File: src/rtl/uart_os_rx_pkg.sv
// Shared types for the oversampling receiver.
package uart_os_rx_pkg;
    typedef enum logic [1:0] {
        RX_IDLE,
        RX_START,
        RX_DATA,
        RX_STOP
    } rx_state_t;
endpackage

File: src/rtl/uart_os_rx_sync.sv
// Multi-flop synchroniser for the asynchronous receive line.
// Assumes the line idles high; all stages reset to one so no false edge
// is seen on leaving reset.
module uart_os_rx_sync #(
    parameter int STAGES = 2
) (
    input  logic clk,
    input  logic rst_n,
    input  logic din,
    output logic dout
);
    logic [STAGES-1:0] chain;

    // shift the raw line through the synchroniser stages
    always_ff @(posedge clk) begin
        if (!rst_n) chain <= '1;
        else        chain <= {chain[STAGES-2:0], din};
    end

    assign dout = chain[STAGES-1];
endmodule

File: src/rtl/uart_os_rx_timer.sv
// Per-bit sample counter. Counts os_tick samples inside the current bit,
// flags the three voting samples around the middle and the final sample.
// Assumes nsamp is even and stays constant while active.
module uart_os_rx_timer #(
    parameter int CW = 5
) (
    input  logic          clk,
    input  logic          rst_n,
    input  logic          load,
    input  logic          clr,
    input  logic          tick,
    input  logic          active,
    input  logic [CW-1:0] nsamp,
    output logic          vote_hit,
    output logic          bit_end
);
    logic [CW-1:0] cnt;
    logic [CW-1:0] nxt;
    logic [CW-1:0] mid;

    // index of the sample taken on this tick and the first vote position
    assign nxt = cnt + CW'(1);
    assign mid = nsamp >> 1;

    // decode the voting window and the last sample of the bit
    assign vote_hit = tick && active && (nxt >= mid) && (nxt <= mid + CW'(2));
    assign bit_end  = tick && active && (nxt == nsamp);

    // hold the index of the last sample taken in the current bit
    always_ff @(posedge clk) begin
        if (!rst_n)               cnt <= '0;
        else if (clr)             cnt <= '0;
        else if (load)            cnt <= CW'(1);
        else if (bit_end)         cnt <= '0;
        else if (tick && active)  cnt <= nxt;
    end

    assert_cnt_in_period_R1: assert property (@(posedge clk) disable iff (!rst_n)
        active |-> (cnt < nsamp));
endmodule

File: src/rtl/uart_os_rx_vote.sv
// Three-sample majority voter. Counts high samples captured in the
// current bit; the majority is high when two or more were high.
// Assumes at most three captures between clears.
module uart_os_rx_vote (
    input  logic clk,
    input  logic rst_n,
    input  logic clr,
    input  logic cap,
    input  logic smp,
    output logic maj
);
    logic [1:0] highs;

    // accumulate high samples at the voting positions
    always_ff @(posedge clk) begin
        if (!rst_n)          highs <= '0;
        else if (clr)        highs <= '0;
        else if (cap && smp) highs <= highs + 2'd1;
    end

    assign maj = (highs >= 2'd2);
endmodule

File: src/rtl/uart_os_rx.sv
// Oversampling UART receiver, 1 start, DATA_BITS data (LSB first), 1 stop.
// Samples on each os_tick; dbl_mode picks OS_NORM or OS_FAST samples per
// bit. Start bit and every later bit are decided by a three-sample vote
// around mid-bit. The mode is latched per frame; changing it or dropping
// rx_en mid-frame abandons the frame. Assumes os_tick is a one-cycle pulse.
module uart_os_rx
    import uart_os_rx_pkg::*;
#(
    parameter int DATA_BITS   = 8,
    parameter int OS_NORM     = 16,
    parameter int OS_FAST     = 8,
    parameter int SYNC_STAGES = 2
) (
    input  logic                 clk,
    input  logic                 rst_n,
    input  logic                 rx_en,
    input  logic                 dbl_mode,
    input  logic                 os_tick,
    input  logic                 rx_in,
    output logic [DATA_BITS-1:0] rx_data,
    output logic                 rx_valid,
    output logic                 rx_ferr
);
    localparam int CW   = $clog2(OS_NORM + 1);
    localparam int IDXW = (DATA_BITS > 1) ? $clog2(DATA_BITS) : 1;

    rx_state_t             state;
    logic                  mode_q;
    logic                  last_smp;
    logic [IDXW-1:0]       bit_idx;
    logic [DATA_BITS-1:0]  shreg;
    logic                  line_s;
    logic                  mode_act;
    logic [CW-1:0]         nsamp;
    logic                  edge_go;
    logic                  abort;
    logic                  active;
    logic                  vote_hit;
    logic                  bit_end;
    logic                  maj;

    uart_os_rx_sync #(.STAGES(SYNC_STAGES)) u_sync (
        .clk   (clk),
        .rst_n (rst_n),
        .din   (rx_in),
        .dout  (line_s)
    );

    // ratio in force: live input while idle, latched value during a frame
    assign mode_act = (state == RX_IDLE) ? dbl_mode : mode_q;
    assign nsamp    = mode_act ? CW'(OS_FAST) : CW'(OS_NORM);

    // frame start, abort and activity qualifiers
    assign edge_go = (state == RX_IDLE) && rx_en && os_tick && last_smp && !line_s;
    assign abort   = (state != RX_IDLE) && (!rx_en || (dbl_mode != mode_q));
    assign active  = (state != RX_IDLE) && !abort;

    uart_os_rx_timer #(.CW(CW)) u_timer (
        .clk      (clk),
        .rst_n    (rst_n),
        .load     (edge_go),
        .clr      (abort),
        .tick     (os_tick),
        .active   (active),
        .nsamp    (nsamp),
        .vote_hit (vote_hit),
        .bit_end  (bit_end)
    );

    uart_os_rx_vote u_vote (
        .clk   (clk),
        .rst_n (rst_n),
        .clr   (bit_end || edge_go || abort),
        .cap   (vote_hit),
        .smp   (line_s),
        .maj   (maj)
    );

    // remember the line level at the previous sample tick for edge search
    always_ff @(posedge clk) begin
        if (!rst_n)       last_smp <= 1'b1;
        else if (os_tick) last_smp <= line_s;
    end

    // frame sequencer: start check, data shift, stop check and output
    always_ff @(posedge clk) begin
        if (!rst_n) begin
            state    <= RX_IDLE;
            mode_q   <= 1'b0;
            bit_idx  <= '0;
            shreg    <= '0;
            rx_data  <= '0;
            rx_valid <= 1'b0;
            rx_ferr  <= 1'b0;
        end else begin
            rx_valid <= 1'b0;
            rx_ferr  <= 1'b0;
            if (abort) begin
                state <= RX_IDLE;
            end else begin
                case (state)
                    RX_IDLE: begin
                        if (edge_go) begin
                            state  <= RX_START;
                            mode_q <= dbl_mode;
                        end
                    end
                    RX_START: begin
                        if (bit_end) begin
                            bit_idx <= '0;
                            state   <= maj ? RX_IDLE : RX_DATA;
                        end
                    end
                    RX_DATA: begin
                        if (bit_end) begin
                            shreg <= {maj, shreg[DATA_BITS-1:1]};
                            if (bit_idx == IDXW'(DATA_BITS - 1)) state <= RX_STOP;
                            else bit_idx <= bit_idx + IDXW'(1);
                        end
                    end
                    RX_STOP: begin
                        if (bit_end) begin
                            rx_data  <= shreg;
                            rx_valid <= 1'b1;
                            rx_ferr  <= !maj;
                            state    <= RX_IDLE;
                        end
                    end
                    default: state <= RX_IDLE;
                endcase
            end
        end
    end

    assert_valid_one_cycle_R7: assert property (@(posedge clk) disable iff (!rst_n)
        rx_valid |=> !rx_valid);

    assert_valid_after_stop_R7: assert property (@(posedge clk) disable iff (!rst_n)
        rx_valid |-> ($past(state) == RX_STOP));

    assert_ferr_needs_valid_R6: assert property (@(posedge clk) disable iff (!rst_n)
        rx_ferr |-> rx_valid);

    assert_abort_silent_R8: assert property (@(posedge clk) disable iff (!rst_n)
        abort |=> (state == RX_IDLE) && !rx_valid);

    assert_start_reject_R3: assert property (@(posedge clk) disable iff (!rst_n)
        (state == RX_START && bit_end && maj && !abort) |=> (state == RX_IDLE));

    assert_no_search_disabled_R2: assert property (@(posedge clk) disable iff (!rst_n)
        (state == RX_IDLE && !rx_en) |=> (state == RX_IDLE));
endmodule

File: config.mk
export PLATFORM = sky130hd
export DESIGN_NAME = uart_os_rx
export DESIGN_NICKNAME = d
export VERILOG_FILES = /design/src/rtl/uart_os_rx_pkg.sv /design/src/rtl/uart_os_rx_sync.sv /design/src/rtl/uart_os_rx_timer.sv /design/src/rtl/uart_os_rx_vote.sv /design/src/rtl/uart_os_rx.sv
export SDC_FILE = /design/constraint.sdc
export NUM_CORES = 1
export LEC_CHECK = 0
export BUFFER_PORTS_ARGS = -buffer_cell sky130_fd_sc_hd__buf_4
export CAP_MARGIN = 15
export CORE_MARGIN = 2
export CORE_UTILIZATION = 65
export CTS_BUF_LIST = sky130_fd_sc_hd__clkbuf_8
export DETAILED_ROUTE_END_ITERATION = 16
export PLACE_DENSITY = 0.87
export SETUP_SLACK_MARGIN = 0.5
export SYNTH_ARGS = -nofsm -noshare
export SYNTH_HDL_FRONTEND = slang
export SYNTH_HIERARCHICAL = 1
export SYNTH_SLANG_ARGS = --single-unit
File: constraint.sdc
create_clock -name clk -period 5.7 [get_ports clk]
set_input_delay 1.14 -clock clk [delete_from_list [all_inputs] [get_ports clk]]
set_output_delay 1.14 -clock clk [all_outputs]
set_load 0.01 [all_outputs]
After elaboration in Yosys (flattened, before gate mapping)
Index checks and enable logic that the tools add are counted.

operators by class
  add/sub/neg operators = 4
  bitwise operators = 4
  multiplexer cells = 17
  equality and inequality tests = 12
  reduce and logical (&&, ||, !) cells = 32
  order comparisons = 3

operator list
  cell                                          number
  2-to-1 mux 2 bit                              6
  inequality test 2 bit, second input constant  6
  logical AND 1 bit                             11
  AND reduction 5 bit                           2
  2-to-1 mux 3 bit                              3
  AND reduction 3 bit                           3
  case mux 2 bit (4 select lines)               1
  OR reduction 4 bit                            2
  case mux 3 bit (2 select lines)               1
  adder 4 x 2 -> 5 bit, second input constant   1
  adder 5 x 1 -> 5 bit, second input constant   1
  == test 5 bit                                 1
  >= comparator 5 x 4 -> 1 bit                  1
  less-or-equal comparator 5 bit                1
  2-to-1 mux 1 bit                              5
  2-to-1 mux 5 bit                              1
  == test 2 bit, second input constant          2
  logical NOT 1 bit                             4
  inverter 1 bit                                4
  nonzero test 2 bit                            2
  OR reduction 2 bit                            2
  adder 3 x 1 -> 3 bit, second input constant   1
  == test 3 bit, second input constant          1
  logical OR 1 bit                              3
  7 further kinds                               7

word-level totals
  output and inout bits = 10
  input bits = 6
  register bits = 34
  logic and storage cells = 84

Logic depth before layout (Yosys ltp)
  depth in word-level cells = 10
  gate-level depth with buffers = 14
  gate-level depth less buffers = 13

Modules after synthesis
The synthesis kept the hierarchy.

modules (own cells, without submodules)
  module            sequential area each (sq um)  cells each  area each (sq um)  instances
  uart_os_rx        500.5                         128         1117.3             1
  uart_os_rx_timer  100.1                         76          581.8              1
  uart_os_rx_vote   40.0                          11          112.6              1
  uart_os_rx_sync   40.0                          4           52.6               1

Worst setup path after synthesis
Ideal clock, no wire load.

  kind = input port to flip-flop
  start point = in dbl_mode
  end point = reg u_vote.highs[1]
  slack = 2318 ps
  stages on the path = 11
  path buffers = 0
  required time = 5609 ps
  setup time = 91 ps
  data arrival time = 3291 ps
  cell sequence = mux2i_1 > inv_1 > ha_1 > inv_1 > ha_1 > o21ai_0 > a21oi_1 > maj3_1 > a211oi_1 > a21oi_1 > a311oi_1

between the ends
  elaborated cells between the ends (all ways) = 19
  those cells by class = add/sub: 1; order compare: 2; eq/ne: 2; mux: 2; reduce/logical: 12

RTL lines
  what                                                                         line                    RTL
  from (decl)                                                                  uart_os_rx.sv:17        input logic dbl_mode,
  2-to-1 mux 1 bit (*)                                                         uart_os_rx.sv:50        assign mode_act = (state == RX_IDLE) ? dbl_mode : mode_q;
  named net mode_act                                                           uart_os_rx.sv:33        logic mode_act;
  2-to-1 mux 5 bit (*)                                                         uart_os_rx.sv:51        assign nsamp = mode_act ? CW'(OS_FAST) : CW'(OS_NORM);
  adder 4 x 2 -> 5 bit / >= comparator 5 x 4 -> 1 bit (equally long branches)  uart_os_rx_timer.sv:26  assign vote_hit = tick && active && (nxt >= mid) && (nxt <= mid + CW'(2));
  less-or-equal comparator 5 bit / logical AND 1 bit (equally long branches)   uart_os_rx_timer.sv:26
  logical AND 1 bit (*)                                                        uart_os_rx_timer.sv:26
  named net vote_hit                                                           uart_os_rx.sv:38        logic vote_hit;
  logical AND 1 bit (*)                                                        uart_os_rx_vote.sv:18   else if (cap && smp) highs <= highs + 2'd1;
  to (signal assigned)                                                         uart_os_rx_vote.sv:18
  to (decl)                                                                    uart_os_rx_vote.sv:12   logic [1:0] highs;

The timed path passes the listed nets; every way through them passes the cells marked *.
A chain may end at the register's enable or synchronous reset.

Worst setup path after layout
  start point = in dbl_mode
  end point = reg u_vote.highs[1]

between the ends
  elaborated cells between the ends (all ways) = 19
  those cells by class = add/sub: 1; order compare: 2; eq/ne: 2; mux: 2; reduce/logical: 12

RTL lines
  what                                                                         line                    RTL
  2-to-1 mux 1 bit (*)                                                         uart_os_rx.sv:50
  2-to-1 mux 5 bit (*)                                                         uart_os_rx.sv:51
  named net nsamp[4]                                                           uart_os_rx.sv:34        logic [CW-1:0] nsamp;
  adder 4 x 2 -> 5 bit / >= comparator 5 x 4 -> 1 bit (equally long branches)  uart_os_rx_timer.sv:26
  less-or-equal comparator 5 bit / logical AND 1 bit (equally long branches)   uart_os_rx_timer.sv:26
  logical AND 1 bit (*)                                                        uart_os_rx_timer.sv:26
  named net vote_hit                                                           uart_os_rx.sv:38
  logical AND 1 bit (*)                                                        uart_os_rx_vote.sv:18

Marked as above.

==> results.json <==
{
  "synth-seq-area-share": 0.3651,
  "timing.slew.headroom": 0.5624,
  "async_reset_ff_frac": 0,
  "yosys_warnings": 6,
  "vdd.ir_drop.worst_mv": 0.2433,
  "post-route-min-period_ps": 3579,
  "clk_pin_slew_worst_paths_ps": 70,
  "setup_total_negative_slack_ps": 0,
  "startpoint_type": "input pin",
  "number_of_instances_in_the_synthesized_netlist": 219,
  "ys_types": 43,
  "post_synth_instance_area_um2": 1864,
  "clock_latency_ps": 300,
  "postSynth.topFlopCell": "sky130_fd_sc_hd__dfxtp_1",
  "clk_root_buffer_cell": "sky130_fd_sc_hd__clkbuf_8",
  "finalWirelength_mm": 3.490,
  "port_buffers": 15,
  "cts_hold_buffers": 0,
  "grt_setup_unrepaired": "false",
  "drcViolationCount": 0,
  "finalHoldViolations": 0,
  "setup.worst_path.start": "dbl_mode",
  "end_kind": "flop",
  "timing.critical_path.required_ps": 5890,
  "grt.overflow.total": 0,
  "ctsHtreeMaxLevel": 2,
  "timing_worst_setup_path_type": "input pin to flop",
  "detailed_place_hpwl_mm": 2.421,
  "drive_above_1_share": 0.1369,
  "cap_violations": 0,
  "outcome": "complete, no violations",
  "fillers": 215,
  "arrival_time_worst_endpoint_ps": 3770,
  "instances_no_fill": 272,
  "clockBufferDepth": 2,
  "floorplan.die_area_um2": 3313,
  "syn2layout_area_growth_pct": 13.36,
  "dr_total_vias": 1542,
  "ctsResizeCount": 0,
  "finalPower_uw": 492.3,
  "drv_slew": 0,
  "setup-violations-final": 0,
  "placed_area_um2": 2007,
  "cts_buffers": 5,
  "die-height_um": 57.56,
  "grt_antenna_before_repair": 0,
  "synth.avg_cell_area_um2": 8.513,
  "gp_routability_congestion": 0.7839,
  "fin_skew_ps": 3.338,
  "antenna_left": 0,
  "antenna_cells": 0,
  "track_usage": 0.2323,
  "drt-initial-drc-count": 57,
  "layout.cells.most_common_list": "34 x sky130_fd_sc_hd__dfxtp_1, 25 x sky130_fd_sc_hd__o21ai_0, 24 x sky130_fd_sc_hd__a21oi_1, 23 x sky130_fd_sc_hd__nand3_1, 16 x sky130_fd_sc_hd__buf_4",
  "worst-slew-pin-transition_ps": 655.7,
  "placedCellCount": 264,
  "post_cts_buffers": 0,
  "hold_path_class": "flop to flop",
  "total_leakage_power_uw": 0.0008748,
  "beginning_of_the_worst_hold_path": "u_sync/chain[0]",
  "final_design_area_no_fill_um2": 2113,
  "viasPerCell": 5.669,
  "fin_crit_sh": 0.6280,
  "drtPass1Iterations": 4,
  "worst_hold_slack_ps": 414.1,
  "rows": 19,
  "commonest_non_fill_non_tap_cell_in_the_layout": "sky130_fd_sc_hd__dfxtp_1",
  "io-pin-count": 16,
  "fin_nets": 259,
  "grt_max_degree": 22,
  "tritoncts": "done",
  "avgRoutedWirePerCell_um": 12.83,
  "powerDensity_nw_per_um2": 232.9,
  "synth_edf_count": 0,
  "tritoncts_num_sinks": 34,
  "initial_utilization": 0.6819,
  "ys_ff_latch": 34,
  "coreArea_um2": 2734,
  "worstPathMaxFanout": 5,
  "fmaxAchievable_mhz": 279.4,
  "grt_first_pass_wirelength_mm": 5.913,
  "fp.dieW_um": 57.56,
  "grt_pass1_vias": 1384
}
layout make-up:
cell class / count / area (µm²) / share of cell area
inverter: 10 / 37.54 / 0.01776
multi-input combinational: 173 / 1130 / 0.5346
tap: 31 / 38.79 / 0.01835
clock buffer: 5 / 68.82 / 0.03256
clock inverter: 3 / 37.54 / 0.01776
timing repair buffer: 16 / 120.1 / 0.05684
sequential: 34 / 680.7 / 0.3221
kinds of logic (layout without fill, tap and decap cells):
kind of cell,after synthesis,after routing,synth area share
simple gates,74,74,0.2215
mux,6,6,0.03222
fa+ha+maj,14,14,0.09262
xor+xnor,12,12,0.06444
compound gates,59,59,0.1792
buf+inv,19,34,0.04295
other cells,1,8,0.002011
flops,34,34,0.3651
Yosys cell counts (all sizes together), types with 2 or more instances:
| master | count | area share |
|---|---|---|
| dfxtp | 34 | 0.37 |
| a21oi | 25 | 0.069 |
| o21ai | 25 | 0.067 |
| nand3 | 23 | 0.062 |
| ha | 13 | 0.087 |
| nand2 | 11 | 0.022 |
| inv | 10 | 0.020 |
| nor2 | 9 | 0.018 |
| xnor2 | 8 | 0.042 |
| nand2b | 7 | 0.028 |
| nor3 | 7 | 0.021 |
| mux2i | 6 | 0.032 |
| buf | 5 | 0.015 |
| clkbuf | 4 | 0.0081 |
| xor2 | 4 | 0.023 |
| and2 | 3 | 0.010 |
| nand4 | 3 | 0.013 |
| a21bo | 2 | 0.011 |
| and4b | 2 | 0.011 |
| nand4b | 2 | 0.0094 |
worst max-delay path: stages:
cell                       delay (ps)
sky130_fd_sc_hd__buf_4            140
sky130_fd_sc_hd__mux2i_1          380
sky130_fd_sc_hd__inv_1            190
sky130_fd_sc_hd__ha_1             310
sky130_fd_sc_hd__inv_1             60
sky130_fd_sc_hd__ha_1             230
sky130_fd_sc_hd__o21ai_0           70
sky130_fd_sc_hd__a21oi_1           90
sky130_fd_sc_hd__maj3_1           330
sky130_fd_sc_hd__a211oi_1         440
sky130_fd_sc_hd__a21oi_1          130
sky130_fd_sc_hd__a311oi_1         260
state kept, by name, indices dropped and copies added (netlist names), named ones only:
name / count
u_vote/highs: 2
rx_valid: 1
mode_q: 1
shreg: 8
state: 1
last_smp: 1
rx_ferr: 1
bit_idx: 3
u_sync/chain: 2
rx_data: 8
u_timer/cnt: 5
stage by stage:
step,setup WS (ps),util
final,2121,0.7730
after global placement,1913,0.7341
after CTS,2146,0.7730
after detailed placement,1838,0.7341
after floorplan,2318,-
after global routing,1802,0.7730
metal layers:
metal / GRT usage / up-vias / part of all wire
met5: 0 / - / 0
met4: 0.08970 / 0 / 0.018
met3: 0.07483 / 6 / 0.038
met2: 0.3912 / 18 / 0.47
met1: 0.2734 / 706 / 0.47
li1: - / 812 / -
final timing paths:
path	end	slack, ps	cells past startpoint
worst min-delay path	u_sync/chain[1]	410	1
worst min register to register	u_sync/chain[1]	410	1
worst max register to register	u_vote/highs[1]	2120	12
worst max-delay path	u_vote/highs[1]	2120	12
power breakdown:
group          internal (µW)  switching [µW]
Combinational           13.7            21.8
Sequential               239            1.65
Clock                    127            89.1
Total                    380             113
Power figures use the tool's default switching activity.
